**config.mk**
```make
export PLATFORM = sky130hd
export DESIGN_NAME = qb2_sram
export DESIGN_NICKNAME = d
export VERILOG_FILES = /design/src/rtl/qb2_pkg.sv /design/src/rtl/qb2_rst_sync.sv /design/src/rtl/qb2_wr_capture.sv /design/src/rtl/qb2_array.sv /design/src/rtl/qb2_rd_pipe.sv /design/src/rtl/qb2_sram.sv
export SDC_FILE = /design/constraint.sdc
export NUM_CORES = 2
export LEC_CHECK = 0
export BUFFER_PORTS_ARGS = -buffer_cell sky130_fd_sc_hd__buf_2
export CORE_MARGIN = 4
export CORE_UTILIZATION = 55
export CTS_CLUSTER_DIAMETER = 150
export DETAILED_ROUTE_END_ITERATION = 10
export GPL_TIMING_DRIVEN = 0
export PLACE_DENSITY_LB_ADDON = 0.12
export SLEW_MARGIN = 10
export SYNTH_ARGS = -nofsm -noshare
export SYNTH_HDL_FRONTEND = slang
export SYNTH_HIERARCHICAL = 1
export SYNTH_MEMORY_MAX_BITS = 65536
export SYNTH_SLANG_ARGS = --single-unit
```
**constraint.sdc**
```tcl
create_clock -name clk -period 1.81 [get_ports clk]
set_clock_uncertainty 0.2 [all_clocks]
set_input_delay 0.0905 -clock clk [delete_from_list [all_inputs] [get_ports clk]]
set_output_delay 0.0905 -clock clk [all_outputs]
set_load 0.05 [all_outputs]
```
**src/rtl/qb2_pkg.sv**
```systemverilog
package qb2_pkg;

  typedef enum logic {
    BEAT_A = 1'b0,
    BEAT_B = 1'b1
  } beat_e;

  // Number of write lanes for a supported word width: the 8-bit word
  // uses nibble lanes, every other width uses 9-bit lanes.
  function automatic int lane_count(input int word_w);
    if (word_w == 8) return 2;
    return word_w / 9;
  endfunction

endpackage

```
**src/rtl/qb2_rst_sync.sv**
```systemverilog
module qb2_rst_sync #(
  parameter int STAGES = 2
) (
  input  logic clk,
  input  logic rst_n,
  output logic rst_q
);

  logic [STAGES-1:0] sh_q;

  always_ff @(posedge clk or negedge rst_n) begin
    if (!rst_n) sh_q <= '0;
    else        sh_q <= {sh_q[STAGES-2:0], 1'b1};
  end

  assign rst_q = sh_q[STAGES-1];

endmodule

```
**src/rtl/qb2_wr_capture.sv**
```systemverilog
module qb2_wr_capture #(
  parameter int WORD_W = 36,
  parameter int LANES  = 4,
  parameter int ADDR_W = 6
) (
  input  logic              clk,
  input  logic              rst_q,
  input  logic              beat_b,
  input  logic              wr_n,
  input  logic [ADDR_W-1:0] addr,
  input  logic [WORD_W-1:0] wdata,
  input  logic [LANES-1:0]  bw_n,
  output logic              commit,
  output logic [ADDR_W-1:0] commit_addr,
  output logic [WORD_W-1:0] word0,
  output logic [LANES-1:0]  mask0_n,
  output logic [WORD_W-1:0] word1,
  output logic [LANES-1:0]  mask1_n
);

  logic              wr_go_q, wr_go_d;
  logic              cap_en;
  logic [WORD_W-1:0] w0_q;
  logic [LANES-1:0]  m0_q;

  assign cap_en = !beat_b;

  always_comb begin
    wr_go_d = wr_go_q;
    if (cap_en) wr_go_d = !wr_n;
  end

  always_ff @(posedge clk or negedge rst_q) begin
    if (!rst_q) wr_go_q <= 1'b0;
    else        wr_go_q <= wr_go_d;
  end

  // First-beat data and masks, loaded only when a write starts.
  always_ff @(posedge clk) begin
    if (cap_en && !wr_n) begin
      w0_q <= wdata;
      m0_q <= bw_n;
    end
  end

  // The second beat commits the pair, using the address and data present now.
  assign commit      = beat_b && wr_go_q;
  assign commit_addr = addr;
  assign word0       = w0_q;
  assign mask0_n     = m0_q;
  assign word1       = wdata;
  assign mask1_n     = bw_n;

endmodule

```
**src/rtl/qb2_array.sv**
```systemverilog
module qb2_array #(
  parameter int WORD_W = 36,
  parameter int LANES  = 4,
  parameter int ADDR_W = 6
) (
  input  logic              clk,
  input  logic              we,
  input  logic [ADDR_W-1:0] waddr,
  input  logic [WORD_W-1:0] wd0,
  input  logic [LANES-1:0]  wm0_n,
  input  logic [WORD_W-1:0] wd1,
  input  logic [LANES-1:0]  wm1_n,
  input  logic [ADDR_W-1:0] raddr,
  output logic [WORD_W-1:0] rd0,
  output logic [WORD_W-1:0] rd1
);

  localparam int LANE_W = WORD_W / LANES;
  localparam int WORDS  = 2 * (1 << ADDR_W);

  logic [ADDR_W:0] wi0, wi1, ri0, ri1;

  assign wi0 = {waddr, 1'b0};
  assign wi1 = {waddr, 1'b1};
  assign ri0 = {raddr, 1'b0};
  assign ri1 = {raddr, 1'b1};

  for (genvar g = 0; g < LANES; g++) begin : g_lane
    logic [LANE_W-1:0] mem [WORDS];

    always_ff @(posedge clk) begin
      if (we && !wm0_n[g]) mem[wi0] <= wd0[g*LANE_W +: LANE_W];
      if (we && !wm1_n[g]) mem[wi1] <= wd1[g*LANE_W +: LANE_W];
    end

    assign rd0[g*LANE_W +: LANE_W] = mem[ri0];
    assign rd1[g*LANE_W +: LANE_W] = mem[ri1];
  end

endmodule

```
**src/rtl/qb2_rd_pipe.sv**
```systemverilog
module qb2_rd_pipe #(
  parameter int WORD_W = 36,
  parameter int ADDR_W = 6
) (
  input  logic              clk,
  input  logic              rst_q,
  input  logic              beat_b,
  input  logic              rd_n,
  input  logic [ADDR_W-1:0] addr,
  input  logic [WORD_W-1:0] rd0,
  input  logic [WORD_W-1:0] rd1,
  output logic [ADDR_W-1:0] raddr,
  output logic [WORD_W-1:0] rdata,
  output logic              rvalid
);

  logic              rd_go_q, rd_go_d;
  logic              rvalid_q, rvalid_d;
  logic [WORD_W-1:0] rdata_q, rdata_d;
  logic [WORD_W-1:0] hold_q;
  logic [ADDR_W-1:0] ra_q;
  logic              ra_en, hold_en;

  assign ra_en   = !beat_b && !rd_n;
  assign hold_en = beat_b && rd_go_q;

  always_comb begin
    rd_go_d  = rd_go_q;
    rvalid_d = rvalid_q;
    rdata_d  = rdata_q;
    if (!beat_b) begin
      // Beat A edge: capture the request and advance to the odd word.
      rd_go_d = !rd_n;
      if (rvalid_q) rdata_d = hold_q;
    end else begin
      // Beat B edge: fetch both words of a pending read.
      rvalid_d = rd_go_q;
      if (rd_go_q) rdata_d = rd0;
    end
  end

  always_ff @(posedge clk or negedge rst_q) begin
    if (!rst_q) begin
      rd_go_q  <= 1'b0;
      rvalid_q <= 1'b0;
      rdata_q  <= '0;
    end else begin
      rd_go_q  <= rd_go_d;
      rvalid_q <= rvalid_d;
      rdata_q  <= rdata_d;
    end
  end

  always_ff @(posedge clk) begin
    if (ra_en)   ra_q   <= addr;
    if (hold_en) hold_q <= rd1;
  end

  assign raddr  = ra_q;
  assign rdata  = rdata_q;
  assign rvalid = rvalid_q;

endmodule

```
**src/rtl/qb2_sram.sv**
```systemverilog
module qb2_sram #(
  parameter int WORD_W = 36,
  parameter int ADDR_W = 6,
  localparam int LANES = qb2_pkg::lane_count(WORD_W)
) (
  input  logic              clk,
  input  logic              rst_n,
  output logic              beat_ph,
  input  logic [ADDR_W-1:0] addr,
  input  logic              rd_n,
  input  logic              wr_n,
  input  logic [WORD_W-1:0] wdata,
  input  logic [LANES-1:0]  bw_n,
  output logic [WORD_W-1:0] rdata,
  output logic              rvalid
);

  import qb2_pkg::*;

  logic              rst_q;
  beat_e             ph_q, ph_d;
  logic              beat_b;
  logic              commit;
  logic [ADDR_W-1:0] commit_addr, raddr;
  logic [WORD_W-1:0] word0, word1, rd0, rd1;
  logic [LANES-1:0]  mask0_n, mask1_n;

  qb2_rst_sync #(.STAGES(2)) u_rst (
    .clk   (clk),
    .rst_n (rst_n),
    .rst_q (rst_q)
  );

  always_comb begin
    ph_d = (ph_q == BEAT_A) ? BEAT_B : BEAT_A;
  end

  always_ff @(posedge clk or negedge rst_q) begin
    if (!rst_q) ph_q <= BEAT_A;
    else        ph_q <= ph_d;
  end

  assign beat_b  = (ph_q == BEAT_B);
  assign beat_ph = beat_b;

  qb2_wr_capture #(.WORD_W(WORD_W), .LANES(LANES), .ADDR_W(ADDR_W)) u_wr (
    .clk         (clk),
    .rst_q       (rst_q),
    .beat_b      (beat_b),
    .wr_n        (wr_n),
    .addr        (addr),
    .wdata       (wdata),
    .bw_n        (bw_n),
    .commit      (commit),
    .commit_addr (commit_addr),
    .word0       (word0),
    .mask0_n     (mask0_n),
    .word1       (word1),
    .mask1_n     (mask1_n)
  );

  qb2_array #(.WORD_W(WORD_W), .LANES(LANES), .ADDR_W(ADDR_W)) u_mem (
    .clk   (clk),
    .we    (commit),
    .waddr (commit_addr),
    .wd0   (word0),
    .wm0_n (mask0_n),
    .wd1   (word1),
    .wm1_n (mask1_n),
    .raddr (raddr),
    .rd0   (rd0),
    .rd1   (rd1)
  );

  qb2_rd_pipe #(.WORD_W(WORD_W), .ADDR_W(ADDR_W)) u_rd (
    .clk    (clk),
    .rst_q  (rst_q),
    .beat_b (beat_b),
    .rd_n   (rd_n),
    .addr   (addr),
    .rd0    (rd0),
    .rd1    (rd1),
    .raddr  (raddr),
    .rdata  (rdata),
    .rvalid (rvalid)
  );

endmodule

```
==> metrics.md <==
| Metric | Value |
|---|---|
| Placed Instance Area | 0.193 sq mm |
| CTS tree | done |
| Largest net degree at the start of global routing | 65 |
| Number of synthesis warnings | 6 |
| Period utilization | 1.80 |
| Multi-input gate area in the final layout | 0.0423 sq mm |
| Crit path required time | 2.50 ns |
| Via density | 7.25 |
| Routability cong. | 0.942 |
| Initial core utilization | 0.553 |
| Die height | 582 um |
| Ports | 88 |
| Leak | 67.7 nW |
| Min-Delay Path Class | reg2async |
| Crit end category | flip-flop |
| Slew HR | 0.180 |
| Routed Antenna Nets | 0 |
| Synth unique cells | 42 |
| GRT Total Usage | 0.382 |
| Slew Limit Fails | 0 |
| Clock root buffer | clkbuf_16 |
| Synthesized cell area | 0.181 sq mm |
| Clock latency on the worst-skew pair | 1.03 ns |
| H-tree depth | 5 |
| Max-cap violations | 0 |
| Highest routed layer | met5 |
| Port buffer count | 87 |
| Design Area, Final | 0.217 sq mm |
| Crit Path Max Fanout | 10 |
| Async S/R FF share, synth | 0.00888 |
| Total number of vias | 100948 |
| Detail Placement HPWL | 434000 um |
| Die X | 582 um |
| Max Freq | 0.307 GHz |
| Crit path kind | reg2reg |
| CTS Buffer Depth | 4 |
| Status | finished with violations |
| Fill count | 20674 |
| Arrival time worst endpoint | 3.95 ns |
| Final hold slack | 0.0883 ns |
| Vias in the first global route | 95334 |
| DR iter-0 viols | 18377 |
| Drt drc | 0 |
| Syn avg cell area | 22.1 sq um |
| Aggregate routed wire length | 651000 um |
| Fin worst setup slack | -1.45 ns |
| Mapped Cells | 8209 |
| RSZ-0062 raised after global routing | yes |
| Final min period | 3.26 ns |
| Hold Vio Cnt, Final | 0 |
| Standard-cell rows | 210 |
| Final setup viols | 4830 |
| Primary FF master, synth | edfxtp_1 |
| Layout cell share with drive strength beyond 1 | 0.382 |
| Die ar. | 0.338 sq mm |
| Nets | 9204 |
| # clock sinks | 4732 |
| Post-synth EDFFs | 4690 |
| Pwr/cell area | 1010 mW/mm^2 |
| CTS clock-pin slew for the worst setup and hold paths | 0.07 ns |
| Area of the core | 0.327 sq mm |
| Failing checks | setup timing |
| WL per Instance | 46.8 um |
| Synthesized net count | 8259 |
| Startpoint types | flip-flop |
| Overall Power | 220 mW |
| FF+latch area | 0.142 sq mm |
| Layout area overhead | 20.1% |
| Met3 WL | 101000 um |
| Synth Register Bits | 4732 |
| Slew @ Worst Pin | 1.23 ns |
| Post-synthesis sequential area ratio | 0.784 |
| Routed met1 length | 215000 um |
| GRT overflow | 0 |
| Pre-antenna DRT Iters | 9 |
| TritonCTS buffer count | 470 |
| Antenna violations before repair | 33 |
| First-pass GRT wire length | 855000 um |
| Worst VDD drop | 0.000893 V |
| Met2 wire len | 281000 um |
final cells by class:
class,instances,share of cell area
clock inverter,284,0.0126
inverter,2,0.0000345
buffer,538,0.0300
antenna,28,0.000322
tap,4346,0.0250
sequential,4732,0.653
clock buffer,588,0.0568
timing repair buffer,484,0.0278
multi-input combinational,2926,0.195
timing repair:
action                     in CTS  in global routing
gates cloned                    2                  7
hold buffers                   99                  1
gates resized for setup      1426                252
pin swaps                      46                 46
setup endpoints to repair    4848               4876
hold endpoints to repair     2400                 22
buffers inserted              102                 59
cell families (layout without fill, tap and decap cells):
group	count (synthesis)	in the layout	share of synthesized area
AOI/OAI and AO/OA	754	754	0.0281
buffers and inverters	552	1896	0.0167
DFF	4732	4732	0.784
muxes	1388	1388	0.153
other	1	29	0.0000207
and+or+nand+nor	782	783	0.0185
routing by layer:
layer | up-vias | GRT usage
li1 | 36768 | -
met1 | 53492 | 0.499
met2 | 8867 | 0.536
met3 | 1799 | 0.144
met4 | 22 | 0.260
met5 | - | 0
synthesized netlist by cell type, drive strengths merged (6+ instances only):
cell	count	share of area
mux2i	234	0.013
nor3	7	0.00019
clkbuf	202	0.0042
o211ai	6	0.00025
nor4	60	0.0021
nor2	525	0.011
a21oi	11	0.00030
o22ai	400	0.014
nand2	86	0.0018
mux4	1095	0.14
o21a	55	0.0023
dfrtp	42	0.0058
o21ai	58	0.0016
a31oi	12	0.00041
buf	348	0.012
mux2	59	0.0037
o211a	6	0.00033
and3	8	0.00028
nand2b	18	0.00062
nand3	25	0.00069
o221ai	75	0.0036
nor2b	32	0.0011
edfxtp	4690	0.78
a22oi	66	0.0027
nor3b	6	0.00025
a211oi	60	0.0025
layout by cell type (no fill, tap or decap), types with 73 or more instances in the layout:
| master | count |
|---|---|
| clkinv_2 | 84 |
| buf_16 | 98 |
| dlygate4sd3_1 | 100 |
| buf_2 | 109 |
| buf_12 | 143 |
| o22ai_1 | 227 |
| mux2i_1 | 227 |
| nor2_2 | 154 |
| o22ai_2 | 134 |
| clkbuf_16 | 494 |
| buf_6 | 73 |
| buf_4 | 214 |
| nor2_4 | 331 |
| mux4_2 | 1095 |
| clkbuf_1 | 126 |
| clkinv_1 | 118 |
| edfxtp_1 | 4690 |
registers in the layout (all words and copies together) (netlist names):
register	flops
beat_ph	1
u_rd/rvalid	1
u_rd/rd_go_q	1
u_wr/wr_go_q	1
u_rd/rdata	36
u_wr/word0	36
u_rst/sh_q	2
u_rd/raddr	6
u_mem/g_lane.mem	4608
u_rd/hold_q	36
u_wr/mask0_n	4
power breakdown:
part	switching [mW]	internal, mW	leakage, nW
Sequential	0.393	120	42.6
Combinational	2.41	0.646	17.7
Clock	41.9	54.8	7.34
Total	44.7	175	67.7
worst paths after layout:
check | depth (start not counted) | startpoint | slack (ns) | endpoint
worst max-delay path | 10 | u_rd/raddr[1]$_DFFE_PP_ | -1.45 | u_rd/rdata[19]$_DFFE_PN0P_
worst min register to register | 1 | u_rst/sh_q[1]$_DFF_PN0_ | 0.09 | u_rd/rdata[32]$_DFFE_PN0P_
min in group clk | 5 | bw_n[3] | 0.09 | u_mem/g_lane[3].mem[60][17]$_DFFE_PP_
max in group asynchronous | 1 | u_rst/sh_q[1]$_DFF_PN0_ | 0.94 | u_rd/rdata[11]$_DFFE_PN0P_
worst min-delay path | 1 | u_rst/sh_q[1]$_DFF_PN0_ | 0.09 | u_rd/rdata[32]$_DFFE_PN0P_
worst max register to register | 10 | u_rd/raddr[1]$_DFFE_PP_ | -1.45 | u_rd/rdata[19]$_DFFE_PN0P_
stage by stage:
stage               setup TNS, ns  utilization  worst slack, ns  cells
finish                   -3230.53        0.664            -1.45  13928
global route             -3016.94        0.664            -1.45  13906
CTS                      -4048.81        0.658            -1.34  13835
detailed placement       -7422.15        0.588            -3.71  12772
global placement         -9241.73        0.580            -4.55  12642
floorplan                -1313.95            -           -0.587   8209
critical path, stage by stage (launching register included):
cell	delay [ns]
edfxtp_1	0.39
buf_12	0.14
buf_8	0.20
buf_8	0.26
clkdlybuf4s15_2	0.54
mux4_2	0.39
o221ai_1	0.34
o22ai_2	0.15
o21a_1	0.20
mux2i_1	0.17
mux2i_1	0.09
Note: power is estimated with default switching activity, not from simulation.
